### src/rtl/dma_irq_pkg.sv
// Package: register offsets and select decode shared by the aggregator,
// its register read mux and its checker. Assumes 12-bit byte offsets.
package dma_irq_pkg;

    localparam int REG_AW = 12;

    localparam logic [REG_AW-1:0] OFF_PEND = 12'h000;
    localparam logic [REG_AW-1:0] OFF_EN   = 12'h010;
    localparam logic [REG_AW-1:0] OFF_IDLE = 12'h02C;

    typedef enum logic [1:0] {
        SEL_NONE,
        SEL_PEND,
        SEL_EN,
        SEL_IDLE
    } reg_sel_e;

    // Map a byte offset to the register it selects.
    function automatic reg_sel_e reg_decode(input logic [REG_AW-1:0] a);
        reg_sel_e s;
        case (a)
            OFF_PEND: s = SEL_PEND;
            OFF_EN:   s = SEL_EN;
            OFF_IDLE: s = SEL_IDLE;
            default:  s = SEL_NONE;
        endcase
        return s;
    endfunction

endpackage

### src/rtl/irq_chan_cond.sv
// Module: irq_chan_cond
// Reduces each channel's status AND mask to a single local-condition bit.
// Assumes the status and mask buses pack channel i at bits [ST_W*i +: ST_W].
module irq_chan_cond #(
    parameter int N_CH = 4,
    parameter int ST_W = 5
) (
    input  logic [N_CH*ST_W-1:0] status,
    input  logic [N_CH*ST_W-1:0] mask,
    output logic [N_CH-1:0]      hit
);

    for (genvar i = 0; i < N_CH; i++) begin : g_ch
        logic [ST_W-1:0] masked;

        // Keep only the status bits that the channel's mask allows.
        always_comb masked = status[ST_W*i +: ST_W] & mask[ST_W*i +: ST_W];

        // The channel has a condition when any allowed bit is set.
        always_comb hit[i] = |masked;
    end

endmodule

### src/rtl/irq_pend_bank.sv
// Module: irq_pend_bank
// Holds the global pending, enable and idle registers and the registered
// interrupt output. A set from a channel condition overrides a clear in the
// same cycle. Assumes a synchronous active-low reset.
module irq_pend_bank #(
    parameter int N_CH = 4
) (
    input  logic            clk,
    input  logic            rst_n,
    input  logic [N_CH-1:0] hit,
    input  logic [N_CH-1:0] clr_mask,
    input  logic            en_we,
    input  logic [N_CH-1:0] en_wdata,
    input  logic [N_CH-1:0] busy,
    output logic [N_CH-1:0] pend_q,
    output logic [N_CH-1:0] en_q,
    output logic [N_CH-1:0] idle_q,
    output logic            irq_q
);

    logic [N_CH-1:0] pend_d;
    logic            irq_d;

    // Next pending value: drop the cleared bits, then apply the sets, so a set wins.
    always_comb pend_d = (pend_q & ~clr_mask) | hit;

    // Raw interrupt request: at least one channel is both pending and enabled.
    always_comb irq_d = |(pend_q & en_q);

    // Pending register with write-one-to-clear.
    always_ff @(posedge clk) begin
        if (!rst_n) pend_q <= '0;
        else        pend_q <= pend_d;
    end

    // Enable register, written whole when selected.
    always_ff @(posedge clk) begin
        if (!rst_n)     en_q <= '0;
        else if (en_we) en_q <= en_wdata;
    end

    // Idle bitmap: the inverse of busy, sampled every cycle.
    always_ff @(posedge clk) begin
        if (!rst_n) idle_q <= '1;
        else        idle_q <= ~busy;
    end

    // Registered interrupt output.
    always_ff @(posedge clk) begin
        if (!rst_n) irq_q <= 1'b0;
        else        irq_q <= irq_d;
    end

endmodule

### src/rtl/irq_reg_read.sv
// Module: irq_reg_read
// Combinational read mux for the global registers, zero-extending each one
// to the data width. Assumes N_CH <= DW.
module irq_reg_read
    import dma_irq_pkg::*;
#(
    parameter int N_CH = 4,
    parameter int DW   = 32
) (
    input  reg_sel_e        sel,
    input  logic [N_CH-1:0] pend,
    input  logic [N_CH-1:0] en,
    input  logic [N_CH-1:0] idle,
    output logic [DW-1:0]   rdata
);

    // Select the addressed register; unmapped offsets read zero.
    always_comb begin
        rdata = '0;
        case (sel)
            SEL_PEND: rdata[N_CH-1:0] = pend;
            SEL_EN:   rdata[N_CH-1:0] = en;
            SEL_IDLE: rdata[N_CH-1:0] = idle;
            default:  rdata = '0;
        endcase
    end

endmodule

### src/rtl/dma_irq_aggregator.sv
// Module: dma_irq_aggregator (top)
// Two-level interrupt collection for N_CH DMA channels: the masked channel
// status sets sticky global pending bits, which software clears by writing
// ones; the enabled pending bits drive a registered interrupt line.
// Assumes N_CH < DW and a single clock domain for channels and registers.
module dma_irq_aggregator
    import dma_irq_pkg::*;
#(
    parameter int N_CH = 4,
    parameter int ST_W = 5,
    parameter int DW   = 32
) (
    input  logic                 clk,
    input  logic                 rst_n,
    input  logic [N_CH*ST_W-1:0] ch_status,
    input  logic [N_CH*ST_W-1:0] ch_mask,
    input  logic [N_CH-1:0]      ch_busy,
    input  logic                 reg_wr,
    input  logic [REG_AW-1:0]    reg_addr,
    input  logic [DW-1:0]        reg_wdata,
    output logic [DW-1:0]        reg_rdata,
    output logic                 irq
);

    reg_sel_e        sel;
    logic [N_CH-1:0] hit;
    logic [N_CH-1:0] clr_mask;
    logic            en_we;
    logic [N_CH-1:0] pend_q;
    logic [N_CH-1:0] en_q;
    logic [N_CH-1:0] idle_q;
    logic            unused_wdata;

    // Decode the register offset.
    always_comb sel = reg_decode(reg_addr);

    // Write-one-to-clear mask, active only for a write to the pending register.
    always_comb clr_mask = (reg_wr && sel == SEL_PEND) ? reg_wdata[N_CH-1:0] : '0;

    // Write strobe for the enable register.
    always_comb en_we = reg_wr && (sel == SEL_EN);

    // Upper write-data bits have no register behind them.
    always_comb unused_wdata = ^reg_wdata[DW-1:N_CH];

    irq_chan_cond #(.N_CH(N_CH), .ST_W(ST_W)) u_cond (
        .status (ch_status),
        .mask   (ch_mask),
        .hit    (hit)
    );

    irq_pend_bank #(.N_CH(N_CH)) u_bank (
        .clk      (clk),
        .rst_n    (rst_n),
        .hit      (hit),
        .clr_mask (clr_mask),
        .en_we    (en_we),
        .en_wdata (reg_wdata[N_CH-1:0]),
        .busy     (ch_busy),
        .pend_q   (pend_q),
        .en_q     (en_q),
        .idle_q   (idle_q),
        .irq_q    (irq)
    );

    irq_reg_read #(.N_CH(N_CH), .DW(DW)) u_read (
        .sel   (sel),
        .pend  (pend_q),
        .en    (en_q),
        .idle  (idle_q),
        .rdata (reg_rdata)
    );

endmodule

### config.mk
export PLATFORM = sky130hd
export DESIGN_NAME = dma_irq_aggregator
export DESIGN_NICKNAME = d
export VERILOG_FILES = /design/src/rtl/dma_irq_pkg.sv /design/src/rtl/irq_chan_cond.sv /design/src/rtl/irq_pend_bank.sv /design/src/rtl/irq_reg_read.sv /design/src/rtl/dma_irq_aggregator.sv
export SDC_FILE = /design/constraint.sdc
export NUM_CORES = 1
export LEC_CHECK = 0
export BUFFER_PORTS_ARGS = -buffer_cell sky130_fd_sc_hd__buf_2
export CELL_PAD_IN_SITES_DETAIL_PLACEMENT = 1
export CELL_PAD_IN_SITES_GLOBAL_PLACEMENT = 1
export CORE_MARGIN = 2
export CORE_UTILIZATION = 21
export DETAILED_ROUTE_END_ITERATION = 7
export GPL_TIMING_DRIVEN = 0
export PLACE_DENSITY_LB_ADDON = 0.1
export SYNTH_ARGS = -nofsm -noshare
export SYNTH_HDL_FRONTEND = slang
export SYNTH_HIERARCHICAL = 1
export SYNTH_SLANG_ARGS = --single-unit
### constraint.sdc
create_clock -name clk -period 5.2 [get_ports clk]
set_clock_uncertainty 0.05 [all_clocks]
set_input_delay 1.04 -clock clk [delete_from_list [all_inputs] [get_ports clk]]
set_output_delay 1.04 -clock clk [all_outputs]
set_load 0.02 [all_outputs]
==> impl_results.md, run 1 <==
* Die outline width at 72.1 um
* Clk sink count at 13
* Cell count after synthesis at 109
* Layout Nets at 299
* Detailed-routing iteration count for the pre-antenna-repair pass at 4
* Layout filler cell count at 575
* Clock root buffer master: sky130_fd_sc_hd__clkbuf_8
* Clock-pin slew of the registers on the worst-case setup and hold paths at 0.05 ns
* Sequential cell area fraction in the yosys report at 26.7%
* Die Y at 72.1 um
* Crit start category: input port
* Number of setup buffers added after CTS at 0
* Detail Route Antenna Nets at 0
* CP required at 4.11 ns
* Timing startpoint of the critical path: reg_addr[11]
* Worst hold-check path type: flip-flop to flip-flop
* Sequential Area at 260 um2
* Fin Hold WS at 0.494 ns
* Maximum number of pins on one net before global-route repair at 11
* Dominant cell type by area after synthesis: sky130_fd_sc_hd__dfxtp_1
* Worst max-slew margin expressed relative to the limit at 36.6%
* Detailed placement HPWL at 2560 um
* Core Area at 4410 um2
* Power density of the placed cells at 179 nW/um2
* Highest clock rate at 222 MHz
* Post-route minimum period at 4.50 ns
* Peak supply drop at 101 uV
* Capturing instance or port of the critical path: reg_rdata[1]
* Global-route wire length before repair at 4820 um
* Reg2Reg Depth at 2
* Crit path arrival time at 3.41 ns
* CTS H-tree lvls at 1
* Number of max-cap violations at 0
* 1st-iter DRT viols at 31
* Area contributors post-synth: sky130_fd_sc_hd__dfxtp_1, sky130_fd_sc_hd__buf_4, sky130_fd_sc_hd__nor2b_1, sky130_fd_sc_hd__a22oi_1, sky130_fd_sc_hd__a222oi_1
* Combined area of the multi-input logic cells at 573 um2
* Post-synthesis area per instance at 8.94 um2
* Unrepaired setup endpoints after global routing: no
* Detail Route met3 WL at 265 um
* Total inserted antenna cells at 0
* Reg2Reg Launch Point: u_bank/pend_q[2]$_SDFF_PN0_
* Netlist Area Pre-Place at 975 um2
* Io pins at 124
* CTS Hold Buffers Added at 0
* Number of library cell types mapped by synthesis at 27
* Top-area cell type share of the netlist area at 26.7%
* Routed vias at 1064
* Run status: completed
* Initial standard-cell utilization of the core at 22.1%
* TritonCTS Buffers at 3
* Setup slack of the most critical reg-to-reg path at 4.37 ns
* Number of warnings reported in the yosys synthesis log at 6
* Critical setup path kind: input port to output port
* Overall overflow remaining after global route at 0
* CP endpoint kind: output port
* Total track usage at 11.5%
* Leakage Power at 0.000784 uW
* Drt drc at 0
* Area overhead of the layout relative to synthesis at 56.1%
* Top fanout value on the critical path at 7
* Source-to-sink clock delay at the later pin of the worst-skew pair at 0.24 ns
* Routability Congestion at 0.712
* Count of cells resized by post-cts repair at 0
* Number of standard-cell rows in the floorplan at 24
* Critical R2R Capture: u_bank/irq_q$_SDFF_PN0_
* Wl on met1 at 1160 um
* Hold Violations, Final at 0
* Drt wl/cell at 11.4 um
* Via count of the first global-routing pass at 1114
* CTS tree: built
* Die Footprint at 5200 um2
* Number of pins with negative max-slew slack in the final report at 0
* Layout cell share with drive strength beyond 1 at 52.2%
* Total length of routed wires at 2950 um
* Antenna violations before repair at 0
* Total setup violations reported at the end of the flow at 0
* Port-buffer cells at 67
* Detailed route wirelength on metal2 at 1520 um
* Highest routing layer actually used: met3
* Deepest clock path buffer count at 2
* Post-Route Setup TNS at 0 ns
* Via density per instance at 4.11
* Flop and latch count out of synthesis at 13
* Final clock period utilization by the worst path at 86.5%
* Transition time at the pin with the least slew margin at 0.946 ns
==> critical path, cell delays in order <==
cell and delay [ns]:
sky130_fd_sc_hd__buf_2 0.09, sky130_fd_sc_hd__or4_1 0.51, sky130_fd_sc_hd__clkbuf_2 0.18, sky130_fd_sc_hd__a211oi_1 0.80, sky130_fd_sc_hd__mux2_2 0.42, sky130_fd_sc_hd__a22o_1 0.20
sky130_fd_sc_hd__buf_2 0.17
==> power by group <==
group	switching [uW]	internal, uW	total [uW]	leakage [uW]
clock	33.8	54.0	87.8	0.0000228
combinational	37.4	41.6	79.0	0.000654
sequential	2.28	104	106	0.000107
total	73.5	199	273	0.000784
==> state kept, by name, summed over array words and instances (netlist names) <==
register	count
u_bank/irq_q	1
u_bank/pend_q	4
u_bank/en_q	4
u_bank/idle_q	4
==> layer usage <==
metal  vias up  track usage [%]
li1        542                -
met1       476             13.8
met2        46             20.6
met3         0             2.50
met4         0             3.14
met5         -                0
==> worst min-delay path by stage <==
stage / from / end / slack [ns] / cells after the start
2_1_floorplan: u_bank/en_q[1]$_SDFFE_PN0P_ / u_bank/en_q[1]$_SDFFE_PN0P_ / 0.46 / 2
3_3_place_gp: u_bank/en_q[2]$_SDFFE_PN0P_ / u_bank/en_q[2]$_SDFFE_PN0P_ / 0.49 / 2
3_5_place_dp: u_bank/en_q[2]$_SDFFE_PN0P_ / u_bank/en_q[2]$_SDFFE_PN0P_ / 0.49 / 2
4_1_cts: u_bank/en_q[2]$_SDFFE_PN0P_ / u_bank/en_q[2]$_SDFFE_PN0P_ / 0.50 / 2
5_1_grt: u_bank/en_q[2]$_SDFFE_PN0P_ / u_bank/en_q[2]$_SDFFE_PN0P_ / 0.53 / 2
6_report: u_bank/en_q[2]$_SDFFE_PN0P_ / u_bank/en_q[2]$_SDFFE_PN0P_ / 0.49 / 2
==> synthesized netlist by cell type <==
cell type / instances
sky130_fd_sc_hd__nand3_1: 1
sky130_fd_sc_hd__clkbuf_2: 1
sky130_fd_sc_hd__buf_4: 29
sky130_fd_sc_hd__a222oi_1: 4
sky130_fd_sc_hd__a211oi_1: 1
sky130_fd_sc_hd__a21boi_0: 1
sky130_fd_sc_hd__dfxtp_1: 13
sky130_fd_sc_hd__mux2i_1: 4
sky130_fd_sc_hd__nand2_1: 9
sky130_fd_sc_hd__or4_1: 2
sky130_fd_sc_hd__o21a_1: 4
sky130_fd_sc_hd__or4b_1: 1
sky130_fd_sc_hd__mux2_2: 3
sky130_fd_sc_hd__buf_2: 1
sky130_fd_sc_hd__buf_6: 1
sky130_fd_sc_hd__or3_1: 1
sky130_fd_sc_hd__nand4b_1: 1
sky130_fd_sc_hd__clkbuf_1: 1
sky130_fd_sc_hd__nor2b_1: 8
sky130_fd_sc_hd__nand3b_1: 4
sky130_fd_sc_hd__nor4_1: 5
sky130_fd_sc_hd__a22oi_1: 6
sky130_fd_sc_hd__and2b_2: 1
sky130_fd_sc_hd__mux2_4: 1
sky130_fd_sc_hd__a2111oi_2: 1
sky130_fd_sc_hd__conb_1: 1
sky130_fd_sc_hd__a22o_1: 4
==> metrics by stage <==
stage / instances / worst slack, ns / util (%) / cell area [um2] / power [uW]
CTS: 259 / 0.694 / 34.5 / 1520 / 277
detailed placement: 255 / 0.723 / 33.4 / 1480 / 187
finish: 259 / 0.700 / 34.5 / 1520 / 273
global route: 259 / 0.571 / 34.5 / 1520 / 289
global placement: 255 / 0.785 / 33.4 / 1480 / 185
floorplan: 136 / 1.25 / - / 1080 / 158
==> cell families (layout without fill, tap and decap cells) <==
group / count (synthesis) / count (layout) / synth area share (%)
AOI/OAI and AO/OA: 21 / 21 / 18.5
buffers and inverters: 33 / 104 / 24.9
DFF: 13 / 13 / 26.7
muxes: 8 / 8 / 9.11
other: 1 / 28 / 0.385
and+or+nand+nor: 33 / 33 / 20.4
==> area by class of cell <==
class	instances	area share, %
plain buffers	33	16.0
clock buffers	4	2.96
multi-input cells	90	37.7
flip-flops and latches	13	17.1
well taps	52	4.28
repair buffers	67	22.0
==> cell usage in the layout, fill, tap and decap left out, types with 2 or more instances in the layout <==
cell	n
sky130_fd_sc_hd__or4_1	2
sky130_fd_sc_hd__dfxtp_1	13
sky130_fd_sc_hd__conb_1	28
sky130_fd_sc_hd__buf_2	68
sky130_fd_sc_hd__a22o_1	4
sky130_fd_sc_hd__nor2b_1	8
sky130_fd_sc_hd__a222oi_1	4
sky130_fd_sc_hd__nor4_1	5
sky130_fd_sc_hd__a22oi_1	6
sky130_fd_sc_hd__mux2i_1	4
sky130_fd_sc_hd__clkbuf_8	3
sky130_fd_sc_hd__clkbuf_1	2
sky130_fd_sc_hd__o21a_1	4
sky130_fd_sc_hd__nand2_1	9
sky130_fd_sc_hd__mux2_2	3
sky130_fd_sc_hd__buf_4	29
sky130_fd_sc_hd__nand3b_1	4
(Power assumes the default switching activity.)
==> inputs of run 2 (changes only) <==
--- a/config.mk
+++ b/config.mk
@@ -6,13 +6,13 @@
 export NUM_CORES = 1
 export LEC_CHECK = 0
 export BUFFER_PORTS_ARGS = -buffer_cell sky130_fd_sc_hd__buf_2
-export CELL_PAD_IN_SITES_DETAIL_PLACEMENT = 1
-export CELL_PAD_IN_SITES_GLOBAL_PLACEMENT = 1
 export CORE_MARGIN = 2
-export CORE_UTILIZATION = 21
+export CORE_UTILIZATION = 34
+export CTS_CLUSTER_SIZE = 28
 export DETAILED_ROUTE_END_ITERATION = 7
 export GPL_TIMING_DRIVEN = 0
-export PLACE_DENSITY_LB_ADDON = 0.1
+export PLACE_DENSITY = 0.85
+export SLEW_MARGIN = 20
 export SYNTH_ARGS = -nofsm -noshare
 export SYNTH_HDL_FRONTEND = slang
 export SYNTH_HIERARCHICAL = 1
==> impl_results.md, run 2 (same netlist as run 1, synthesis figures left out) <==
* Run status: completed
* Setup slack of the most critical reg-to-reg path at 4.41 ns
* Maximum number of pins on one net before global-route repair at 11
* Deepest clock path buffer count at 2
* Number of pins with negative max-slew slack in the final report at 0
* Longest individual stage delay on the worst path at 0.73 ns
* Critical Path Most Common Cell: sky130_fd_sc_hd__buf_2
* Clk sink count at 13
* Number of setup buffers added after CTS at 0
* Io pins at 124
* 1st-iter DRT viols at 25
* Leading cell types in the layout, fill and taps excluded: sky130_fd_sc_hd__buf_2, sky130_fd_sc_hd__buf_4, sky130_fd_sc_hd__conb_1
* Count of cell instances traversed by the critical path at 7
* CTS Hold Buffers Added at 0
* Leakage Power at 0.000776 uW
* Port-buffer cells at 67
* Die Footprint at 3310 um2
* Routability Congestion at 0.791
* CTS H-tree lvls at 1
* Power density of the placed cells at 167 nW/um2
* Drt wl/cell at 9.92 um
* Detail Route Antenna Nets at 0
* Drt drc at 0
* Detail Route met3 WL at 189 um
* Number of standard-cell rows in the floorplan at 19
* Crit start category: input port
* Core Area at 2730 um2
* Total setup violations reported at the end of the flow at 0
* Cells along the critical path: buf_2, or4_1, clkbuf_2, a211oi_1, mux2_2, a22o_1, buf_2
* Fin Hold WS at 0.519 ns
* Detailed route wirelength on metal2 at 1150 um
* Number of max-cap violations at 0
* Total inserted antenna cells at 0
* Overall overflow remaining after global route at 0
* Clock-pin slew of the registers on the worst-case setup and hold paths at 0.07 ns
* Critical R2R Capture: u_bank/irq_q$_SDFF_PN0_
* Initial standard-cell utilization of the core at 35.7%
* Destination of the worst hold path: u_bank/en_q[1]$_SDFFE_PN0P_
* Final clock period utilization by the worst path at 84.6%
* Worst Hold Path Cells at 2
* Peak supply drop at 127 uV
* Transition time at the pin with the least slew margin at 0.849 ns
* Core Util, Final at 54.0%
* TritonCTS Buffers at 3
* Crit path arrival time at 3.31 ns
* Cell with the largest stage delay on the worst path: sky130_fd_sc_hd__a211oi_1
* CP required at 4.11 ns
* CP endpoint kind: output port
* Cell family with the largest share of critical-path delay: compound AO/OA/AOI/OAI gates
* Reg2Reg Launch Point: u_bank/en_q[1]$_SDFFE_PN0P_
* Clock root buffer master: sky130_fd_sc_hd__clkbuf_4
* Die Y at 57.5 um
* Reg2Reg Depth at 2
* Wl on met1 at 984 um
* Via density per instance at 4.32
* Total track usage at 15.0%
* Via count of the first global-routing pass at 978
* Count of cells resized by post-cts repair at 0
* Leading cell type in the layout, fill and taps excluded: sky130_fd_sc_hd__buf_2
* Detailed placement HPWL at 2010 um
* Global-route wire length before repair at 3960 um
* Highest routing layer actually used: met4
* Critical setup path kind: input port to output port
* Area overhead of the layout relative to synthesis at 51.5%
* Post-route minimum period at 4.40 ns
* Antenna violations before repair at 0
* Total length of routed wires at 2360 um
* Timing startpoint of the critical path: reg_addr[11]
* Worst max-slew margin expressed relative to the limit at 43.0%
* Top Registers: u_bank/en_q x4, u_bank/idle_q x4, u_bank/pend_q x4
* CTS tree: built
* Hold path startpoint: u_bank/en_q[1]$_SDFFE_PN0P_
* Power consumption at 247 uW
* Routed vias at 1028
* Source-to-sink clock delay at the later pin of the worst-skew pair at 0.28 ns
* Hold Violations, Final at 0
* Layout cell share with drive strength beyond 1 at 52.2%
* Unrepaired setup endpoints after global routing: no
* Highest clock rate at 227 MHz
* Layout Nets at 299
* Top fanout value on the critical path at 7
* Die outline width at 57.5 um
* Buffering stage count on the worst path with inverters included at 3
* Worst hold-check path type: flip-flop to flip-flop
* Post-Route Setup TNS at 0 ns
* Detailed-routing iteration count for the pre-antenna-repair pass at 6
-- run 2: cell types whose count changed in the layout (fill, tap and decap cells not counted) --
| cell | previous run | this run |
|---|---|---|
| sky130_fd_sc_hd__clkbuf_8 | 3 | 0 |
| sky130_fd_sc_hd__clkbuf_4 | 0 | 3 |
-- run 2: layer usage --
metal,vias up,GRT usage [%]
met2,43,25.8
met4,0,8.31
met5,-,0
li1,544,-
met3,5,1.81
met1,436,17.9
-- run 2: final cells by class --
cell class | count | area, um2
Buffer | 33 | 243
Clock buffer | 4 | 26.3
Fill cell | 270 | 1260
Multi-Input combinational cell | 90 | 573
Sequential cell | 13 | 260
Tap cell | 31 | 38.8
Timing Repair Buffer | 67 | 335
-- run 2: worst max path at each step --
stage | endpoint | slack (ns)
after floorplan | reg_rdata[0] | 1.25
after global placement | reg_rdata[1] | 0.82
after detailed placement | reg_rdata[3] | 0.83
after CTS | reg_rdata[3] | 0.82
after global routing | reg_rdata[3] | 0.70
final | reg_rdata[3] | 0.80
-- run 2: power breakdown --
| group | switching [uW] | internal (uW) |
|---|---|---|
| Sequential | 2.21 | 104 |
| Clock | 32.8 | 29.8 |
| Combinational | 36.5 | 41.5 |
-- run 2: through the flow --
stage	setup WS [ns]	cell area (um2)	std cells
global route	0.696	1480	238
global placement	0.820	1450	234
finish	0.801	1480	238
detailed placement	0.828	1450	234
CTS	0.821	1480	238
floorplan	1.25	1080	136
-- run 2: worst reg2reg max path, cell delays in order (launching register included) --
cell and delay [ns]:
sky130_fd_sc_hd__dfxtp_1 0.34, sky130_fd_sc_hd__a22oi_1 0.18, sky130_fd_sc_hd__a21boi_0 0.11
